## src/rtl/belt_reminder_pkg.sv

```systemverilog
// Package: shared state encodings for the seat-belt reminder.
// Assumes: the supervisor and timer codes are also exported on debug ports.
package belt_reminder_pkg;

    // Supervisor machine states
    typedef enum logic [1:0] {
        SUP_OFF   = 2'd0,
        SUP_WAIT  = 2'd1,
        SUP_ALARM = 2'd2
    } sup_state_e;

    // Tick-counting machine states
    typedef enum logic {
        TMR_IDLE  = 1'b0,
        TMR_COUNT = 1'b1
    } tmr_state_e;

endpackage

```

## src/rtl/belt_sup_fsm.sv

```systemverilog
// Module: supervisor machine. It follows key and belt, starts and stops the
// timer, and holds the registered alarm.
// Assumes: timeout_evt comes from a register in the timer, so the start and
// stop outputs, which depend on the inputs, form no combinational loop.
module belt_sup_fsm
    import belt_reminder_pkg::*;
(
    input  logic       clk,
    input  logic       rst_n,
    input  logic       key_evt,
    input  logic       belt_on,
    input  logic       timeout_evt,
    output sup_state_e state_q,
    output logic       alarm_q,
    output logic       start_evt,
    output logic       stop_evt
);

    sup_state_e state_d;

    // Purpose: events sent to the timer; they depend on state and inputs.
    always_comb begin
        start_evt = (state_q == SUP_OFF) && key_evt;
        stop_evt  = (state_q != SUP_OFF) && (key_evt || belt_on);
    end

    // Purpose: next state. A return to Off outranks a timeout.
    always_comb begin
        state_d = state_q;
        unique case (state_q)
            SUP_OFF: begin
                if (key_evt) state_d = SUP_WAIT;
            end
            SUP_WAIT: begin
                if (key_evt || belt_on) state_d = SUP_OFF;
                else if (timeout_evt)   state_d = SUP_ALARM;
            end
            SUP_ALARM: begin
                if (key_evt || belt_on) state_d = SUP_OFF;
            end
            default: state_d = SUP_OFF;
        endcase
    end

    // Purpose: state and alarm registers with synchronous reset.
    always_ff @(posedge clk) begin
        if (!rst_n) begin
            state_q <= SUP_OFF;
            alarm_q <= 1'b0;
        end else begin
            state_q <= state_d;
            alarm_q <= (state_d == SUP_ALARM);
        end
    end

endmodule

```

## src/rtl/belt_tick_timer.sv

```systemverilog
// Module: tick-counting machine. It counts ticks after a start event and
// issues a registered one-cycle timeout when the count runs out.
// Assumes: start and stop are never high together; stop wins if they are.
module belt_tick_timer
    import belt_reminder_pkg::*;
#(
    parameter int TICK_LIMIT = 4,
    parameter int CNT_W      = $clog2(TICK_LIMIT + 1)
) (
    input  logic             clk,
    input  logic             rst_n,
    input  logic             start_evt,
    input  logic             stop_evt,
    input  logic             tick,
    output tmr_state_e       state_q,
    output logic [CNT_W-1:0] cnt_q,
    output logic             timeout_q
);

    localparam logic [CNT_W-1:0] LIMIT_V = CNT_W'(TICK_LIMIT);

    tmr_state_e       state_d;
    logic [CNT_W-1:0] cnt_d;
    logic             timeout_d;

    // Purpose: next state, count and timeout. Stop outranks everything.
    always_comb begin
        state_d   = state_q;
        cnt_d     = cnt_q;
        timeout_d = 1'b0;
        if (stop_evt) begin
            state_d = TMR_IDLE;
            cnt_d   = '0;
        end else if (start_evt) begin
            state_d = TMR_COUNT;
            cnt_d   = '0;
        end else if (state_q == TMR_COUNT && tick) begin
            if (cnt_q == LIMIT_V) begin
                state_d   = TMR_IDLE;
                cnt_d     = '0;
                timeout_d = 1'b1;
            end else begin
                cnt_d = cnt_q + CNT_W'(1);
            end
        end
    end

    // Purpose: timer registers with synchronous reset.
    always_ff @(posedge clk) begin
        if (!rst_n) begin
            state_q   <= TMR_IDLE;
            cnt_q     <= '0;
            timeout_q <= 1'b0;
        end else begin
            state_q   <= state_d;
            cnt_q     <= cnt_d;
            timeout_q <= timeout_d;
        end
    end

endmodule

```

## src/rtl/belt_reminder_top.sv

```systemverilog
// Module: seat-belt reminder top. It links the supervisor and the timer
// through start, stop and timeout events.
// Assumes: the inputs are clean and synchronous, and tick is a strobe.
module belt_reminder_top
    import belt_reminder_pkg::*;
#(
    parameter int TICK_LIMIT = 4,
    parameter int CNT_W      = $clog2(TICK_LIMIT + 1)
) (
    input  logic             clk,
    input  logic             rst_n,
    input  logic             key_evt,
    input  logic             belt_on,
    input  logic             tick,
    output logic             alarm,
    output logic [1:0]       ctl_state,
    output logic             tmr_state,
    output logic [CNT_W-1:0] tick_cnt
);

    sup_state_e       sup_st;
    tmr_state_e       tmr_st;
    logic             start_evt;
    logic             stop_evt;
    logic             timeout_evt;
    logic             alarm_q;
    logic [CNT_W-1:0] cnt_q;

    belt_sup_fsm u_sup (
        .clk         (clk),
        .rst_n       (rst_n),
        .key_evt     (key_evt),
        .belt_on     (belt_on),
        .timeout_evt (timeout_evt),
        .state_q     (sup_st),
        .alarm_q     (alarm_q),
        .start_evt   (start_evt),
        .stop_evt    (stop_evt)
    );

    belt_tick_timer #(
        .TICK_LIMIT (TICK_LIMIT),
        .CNT_W      (CNT_W)
    ) u_tmr (
        .clk       (clk),
        .rst_n     (rst_n),
        .start_evt (start_evt),
        .stop_evt  (stop_evt),
        .tick      (tick),
        .state_q   (tmr_st),
        .cnt_q     (cnt_q),
        .timeout_q (timeout_evt)
    );

    // Purpose: present the registered values on the output ports.
    always_comb begin
        alarm     = alarm_q;
        ctl_state = sup_st;
        tmr_state = tmr_st;
        tick_cnt  = cnt_q;
    end

endmodule

```

## config.mk

```make
export PLATFORM = sky130hd
export DESIGN_NAME = belt_reminder_top
export DESIGN_NICKNAME = d
export VERILOG_FILES = /design/src/rtl/belt_reminder_pkg.sv /design/src/rtl/belt_sup_fsm.sv /design/src/rtl/belt_tick_timer.sv /design/src/rtl/belt_reminder_top.sv
export SDC_FILE = /design/constraint.sdc
export NUM_CORES = 1
export LEC_CHECK = 0
export ABC_AREA = 0
export BUFFER_PORTS_ARGS = -buffer_cell sky130_fd_sc_hd__buf_2
export CAP_MARGIN = 15
export CORE_AREA = 8 8 45 47
export DETAILED_ROUTE_END_ITERATION = 8
export DIE_AREA = 0 0 53 55
export PLACE_DENSITY = 0.6
export SYNTH_ARGS = -nofsm -noshare
export SYNTH_HDL_FRONTEND = slang
export SYNTH_SLANG_ARGS = --single-unit
```

## constraint.sdc

```tcl
create_clock -name clk -period 3.3 [get_ports clk]
set_clock_uncertainty 0.05 [all_clocks]
set_input_delay 0.66 -clock clk [delete_from_list [all_inputs] [get_ports clk]]
set_output_delay 0.66 -clock clk [all_outputs]
set_load 0.1 [all_outputs]
```

==> impl_results.md, run 1 <==
* Status: finished clean
* Fin. Hold Viols at 0
* Min Tclk post-route at 1850 ps
* Post-Syn Area per Cell at 8.95 µm²
* Adder-Cell Fraction of Synth Area at 6.99%
* Yosys cell types at 17
* IO buf count at 11
* Pins Over Slew Limit at 0
* Clk root buf: clkbuf_4
* NumNets Final at 63
* Synth warn at 0
* Max Fclk at 539 MHz
* CTS tree: built
* Die W at 53 µm
* Vias per cell at 4.46
* Final Cell Area at 455 µm²
* Worst-Margin Slew at slightly below 500 ps
* Worst hold margin at 440 ps
* Unrepaired setup endpoints after global routing: no
* Ant diodes at 0
* Clock sink count at 8
* WP data required at 2590 ps
* Largest net degree at the start of global routing at 7
* Initial antenna violation count at 0
* Worst Setup Start Kind: flop
* Die H at 55 µm
* Post-layout util at 32.9%
* Syn_nets at 47
* Vias in the first global route at 332
* Synthesized area at about 360 µm²
* Synth Register Bits at 8
* DRC at 0
* # H-tree levels at 1
* Detail Route Antenna Nets at 0
* Die area at a little under 0.003 mm²
* Clock transition at path regs at ~50 ps
* # Post-CTS Setup Buffers at 0
* Slew headroom at 67.6%
* Initial DRC count at 1
* First drt pass iteration count at 2
* # setup viols final at 0
* Largest family of logic cells by synthesized area: simple AND/OR/NAND/NOR gates
* Post_cts resized at 0
* Leak at 0.000198 µW
* Placement Cell Area at about 430 µm²
* Post-Synth XOR/XNOR Area at 0%
* VDD IR max at 161 µV
* CP max stage delay at 470 ps
* Global route overflow at 0
* Seq/Total Area, Yosys at 44.8%
* GP Congestion at ~0.72
* Max-cap viol count at 0
* Post-synthesis mux area share at 5.59%
* TNS Setup at 0 ps
* Final period util at between 50% and 60%
* R2r setup slk at 2140 ps
* Hpwl dp at 573 µm
* DR vias at 312
* GRT Total Usage at 6.41%
* Pwr Density at 455 mW/mm²
* Syn Inst Count at 40
* Type of the most critical hold path: reg2reg
* Max Buffers Root-to-Sink at 2
* Simple-Gate Fraction of Synth Area at slightly below 30%
* Type of the worst setup path: reg2out
* Drt wl/cell at ~11 µm
* Crit end category: primary output
* First-pass GRT wire length at about 1300 µm
* Worst path top cell family by delay: buffers and inverters
* Core box area at 0.00138 mm²
* Post-synthesis compound-gate area fraction at 10.8%
* CTS Buf Count at 3
* Slowest-stage cell, CP: buf_2
* Cts hold-fix bufs at 0
* Share of cells above drive strength 1 at 31.5%
* Crit-path max FO at 5
* CP Cell Sequence: buf_2
* FP Rows at 14
* Worst-Skew Late Latency at around 250 ps
* I/O pins at 12
* Final wirelength at approximately 740 µm
* CP bufs+invs at 1
* Worst path arrival time at 1140 ps
* Layout area overhead at 27.3%
* PnR Total Power at 207 µW
* Initial Util at 25.9%
==> power by group <==
group	switching [µW]	internal (µW)
sequential	2.97	98.8
combinational	23.5	7.33
clock	33.2	41.6
==> cell usage in the layout (no fill, tap or decap) <==
master / netlist / routed
nand3b_2: 1 / 1
o21ai_2: 1 / 1
mux2i_1: 2 / 2
nor2_1: 4 / 4
dfxtp_1: 8 / 8
nand3_1: 1 / 1
nand4b_1: 1 / 1
nor3b_1: 1 / 1
ha_1: 2 / 2
nand4_1: 2 / 2
nand2_1: 5 / 5
nor3_2: 1 / 1
clkbuf_4: 0 / 3
a21oi_1: 4 / 4
o21ai_0: 2 / 2
nor3_1: 1 / 1
inv_1: 2 / 2
and3_1: 2 / 2
buf_2: 0 / 11
==> layer usage <==
layer | wire [µm] | GRT usage (%)
met1 | 328 | 6.27
met2 | 294 | 9.18
met3 | 120 | 6.15
met4 | 0 | 2.59
met5 | 0 | 0
==> cell usage after synthesis <==
cell type | count | share of area, %
nand3b_2 | 1 | 3.1
o21ai_2 | 1 | 2.4
nor3_2 | 1 | 2.8
nor3b_1 | 1 | 2.1
nor2_1 | 4 | 4.2
ha_1 | 2 | 7.0
nand3_1 | 1 | 1.4
mux2i_1 | 2 | 5.6
dfxtp_1 | 8 | 45
a21oi_1 | 4 | 5.6
o21ai_0 | 2 | 2.8
nor3_1 | 1 | 1.4
nand2_1 | 5 | 5.2
nand4_1 | 2 | 3.5
and3_1 | 2 | 3.5
inv_1 | 2 | 2.1
nand4b_1 | 1 | 2.4
==> through the flow <==
stage	instances	setup WS, ps
floorplan	40	1430
global placement	67	1720
detailed placement	67	1720
CTS	70	1430
global route	70	1360
finish	70	1450
==> worst paths after layout <==
| kind | start | end | cells past startpoint |
|---|---|---|---|
| worst min register to register | u_tmr.cnt_q[1] | u_tmr.cnt_q[1] | 2 |
| worst max-delay path | u_sup.state_q[1] | ctl_state[1] | 1 |
| worst max register to register | u_tmr.cnt_q[0] | u_tmr.cnt_q[1] | 5 |
| worst min-delay path | u_tmr.cnt_q[1] | u_tmr.cnt_q[1] | 2 |
==> cells by family after synthesis <==
group                    after synthesis
AND/OR/NAND/NOR                       19
flip-flops                             8
AO/OA/AOI/OAI                          7
buffers and inverters                  2
multiplexers                           2
adder cells (fa/ha/maj)                2
==> cell type report <==
| cell class | count | area (µm²) |
|---|---|---|
| fill | 153 | 928 |
| multi-input combinational | 30 | 190 |
| sequential | 8 | 160 |
| timing repair buffer | 11 | 55.1 |
| clock buffer | 3 | 22.5 |
| tap | 16 | 20.0 |
| inverter | 2 | 7.51 |
==> state kept, by name, indices dropped and copies added, names as in the netlist <==
register and cells:
u_tmr.state_q 1, u_sup.alarm_q 1, u_tmr.timeout_q 1, u_tmr.cnt_q 3
u_sup.state_q 2
No activity file was read; power rests on OpenSTA's default activity.
==> inputs of run 2 (changes only) <==
Settings changed: PLACE_DENSITY 0.6 to 0.62.
Clock period 3.3 ns to 1.67 ns, I/O delays scaled along.
==> run 2 against run 1 <==
  * Wire length is 3.8% higher
  * Register-to-register slack got worse by 1600 ps
  * Die area unchanged
  * Non-clock buffer count is the same
  * Critical path type unchanged
  * Via count rose by 0.96%
  * Sequential share of layout area grew 0.53 points
  * Worst hold slack worse by 140 ps
  * Cell count stayed put
  * Clock-buffer cell count unchanged
  * Global-route usage shrank 0.16 points
  * First-iteration DRC count grew to 6.0 times the previous value
==> impl_results.md, run 2 (synthesized netlist as in run 1, its figures left out) <==
* Inst Count DP at 67
* Worst-Margin Slew at a little under 500 ps
* NumNets Final at 63
* Min Tclk post-route at 1550 ps
* Pins Over Slew Limit at 0
* DRC at 0
* # H-tree levels at 1
* Worst hold margin at 301 ps
* Worst path arrival time at roughly 1200 ps
* Max Fclk at 647 MHz
* Slew headroom at 67.6%
* Final wirelength at 771 µm
* Initial antenna violation count at 0
* Crit end category: primary output
* Worst path top cell family by delay: buffers and inverters
* CTS tree: built
* Die area at around 0.0029 mm²
* Die H at 55 µm
* Post_cts resized at 0
* I/O pins at 12
* Most frequent cells in the layout: buf_2, nand2_1, dfxtp_1
* # Post-CTS Setup Buffers at 0
* Layout area overhead at 28.3%
* Initial Util at around 26%
* CP max stage delay at 470 ps
* Clock transition at path regs at 60 ps
* Crit-path max FO at 6
* Drt wl/cell at 11.0 µm
* Ant diodes at 0
* Detail Route Antenna Nets at 0
* Final Cell Area at 459 µm²
* Vias in the first global route at 303
* GP Congestion at 0.726
* Top reg by flops: u_tmr.cnt_q
* DR vias at ~320
* Core box area at about 0.0014 mm²
* Commonest non-fill, non-tap cell in the layout: buf_2
* Max Buffers Root-to-Sink at 2
* Non-filler cells, final at 70
* CP bufs+invs at 1
* Fin. Hold Viols at 0
* CTS Buf Count at 3
* Type of the most critical hold path: in2reg
* Clk root buf: clkbuf_4
* TNS Setup at 0 ps
* IO buf count at 11
* Largest regs: u_tmr.cnt_q x3, u_sup.state_q x2
* Worst Setup Start Kind: flop
* # setup viols final at 0
* Vias per cell at 4.50
* First-pass GRT wire length at about 1200 µm
* Placement Cell Area at between 400 and 500 µm²
* Worst-Skew Late Latency at roughly 260 ps
* Cts hold-fix bufs at 0
* Fill count at between 150 and 200
* GRT Total Usage at 6.24%
* First drt pass iteration count at 3
* Largest net degree at the start of global routing at 7
* Max-cap viol count at 0
* Largest register FFs at 3
* CP Cell Sequence: buf_2
* Leak at 0.000200 µW
* Die W at 53 µm
* FP Rows at 14
* VDD IR max at about 400 µV
* Initial DRC count at 6
* Share of cells above drive strength 1 at between 30% and 40%
* WP data required at 1290 ps
* Unrepaired setup endpoints after global routing: no
* Status: finished clean
* Hpwl dp at 588 µm
* Global route overflow at 0
* Final period util at just over 90%
* Slowest-stage cell, CP: buf_2
* Type of the worst setup path: reg2out
* Clock sink count at 8
* Pwr Density at 906 mW/mm²
run 2: final cells by class:
| class | count | area [µm²] | area share, % |
|---|---|---|---|
| multi-input cells | 30 | 190 | 41.4 |
| flip-flops and latches | 8 | 164 | 35.7 |
| repair buffers | 11 | 55.1 | 12.0 |
| clock buffers | 3 | 22.5 | 4.90 |
| inverters | 2 | 7.51 | 1.63 |
| well taps | 16 | 20.0 | 4.36 |
run 2: final timing paths:
kind	start	endpoint	slack, ps	cells after the start
setup / recovery	u_sup.state_q[0]	ctl_state[0]	120	1
hold / removal	rst_n	u_tmr.state_q	300	3
setup reg to reg	u_tmr.cnt_q[0]	u_tmr.cnt_q[1]	560	5
hold reg to reg	u_tmr.cnt_q[1]	u_tmr.cnt_q[1]	430	2
run 2: where the power goes:
part | internal [µW] | switching (µW) | leakage, µW
clock network | 82.6 | 70.5 | 0.0000138
logic | 14.5 | 46.6 | 0.000120
registers | 196 | 6.03 | 0.0000663
run 2: metrics by stage:
step                total power (µW)  util, %  setup slack, ps
finish                           416     33.2              124
global route                     443     33.2             54.6
CTS                              428     33.2             98.2
detailed placement               268     31.6              387
global placement                 267     31.6              417
floorplan                        251        -             83.9
run 2: metal layers:
metal,share of wire (%),vias up,GRT usage [%]
li1,-,172,-
met2,39,11,8.01
met4,0,0,3.88
met5,0,-,0
met1,49,132,5.96
met3,13,0,6.68
run 2: worst register-to-register path, delay by kind of cell, from the launching register on:
kind | cells | cell delay (ps)
AO/OA/AOI/OAI | 1 | 140
adder cells (fa/ha/maj) | 1 | 220
buffers and inverters | 1 | 60
flip-flops | 1 | 340
AND/OR/NAND/NOR | 2 | 230
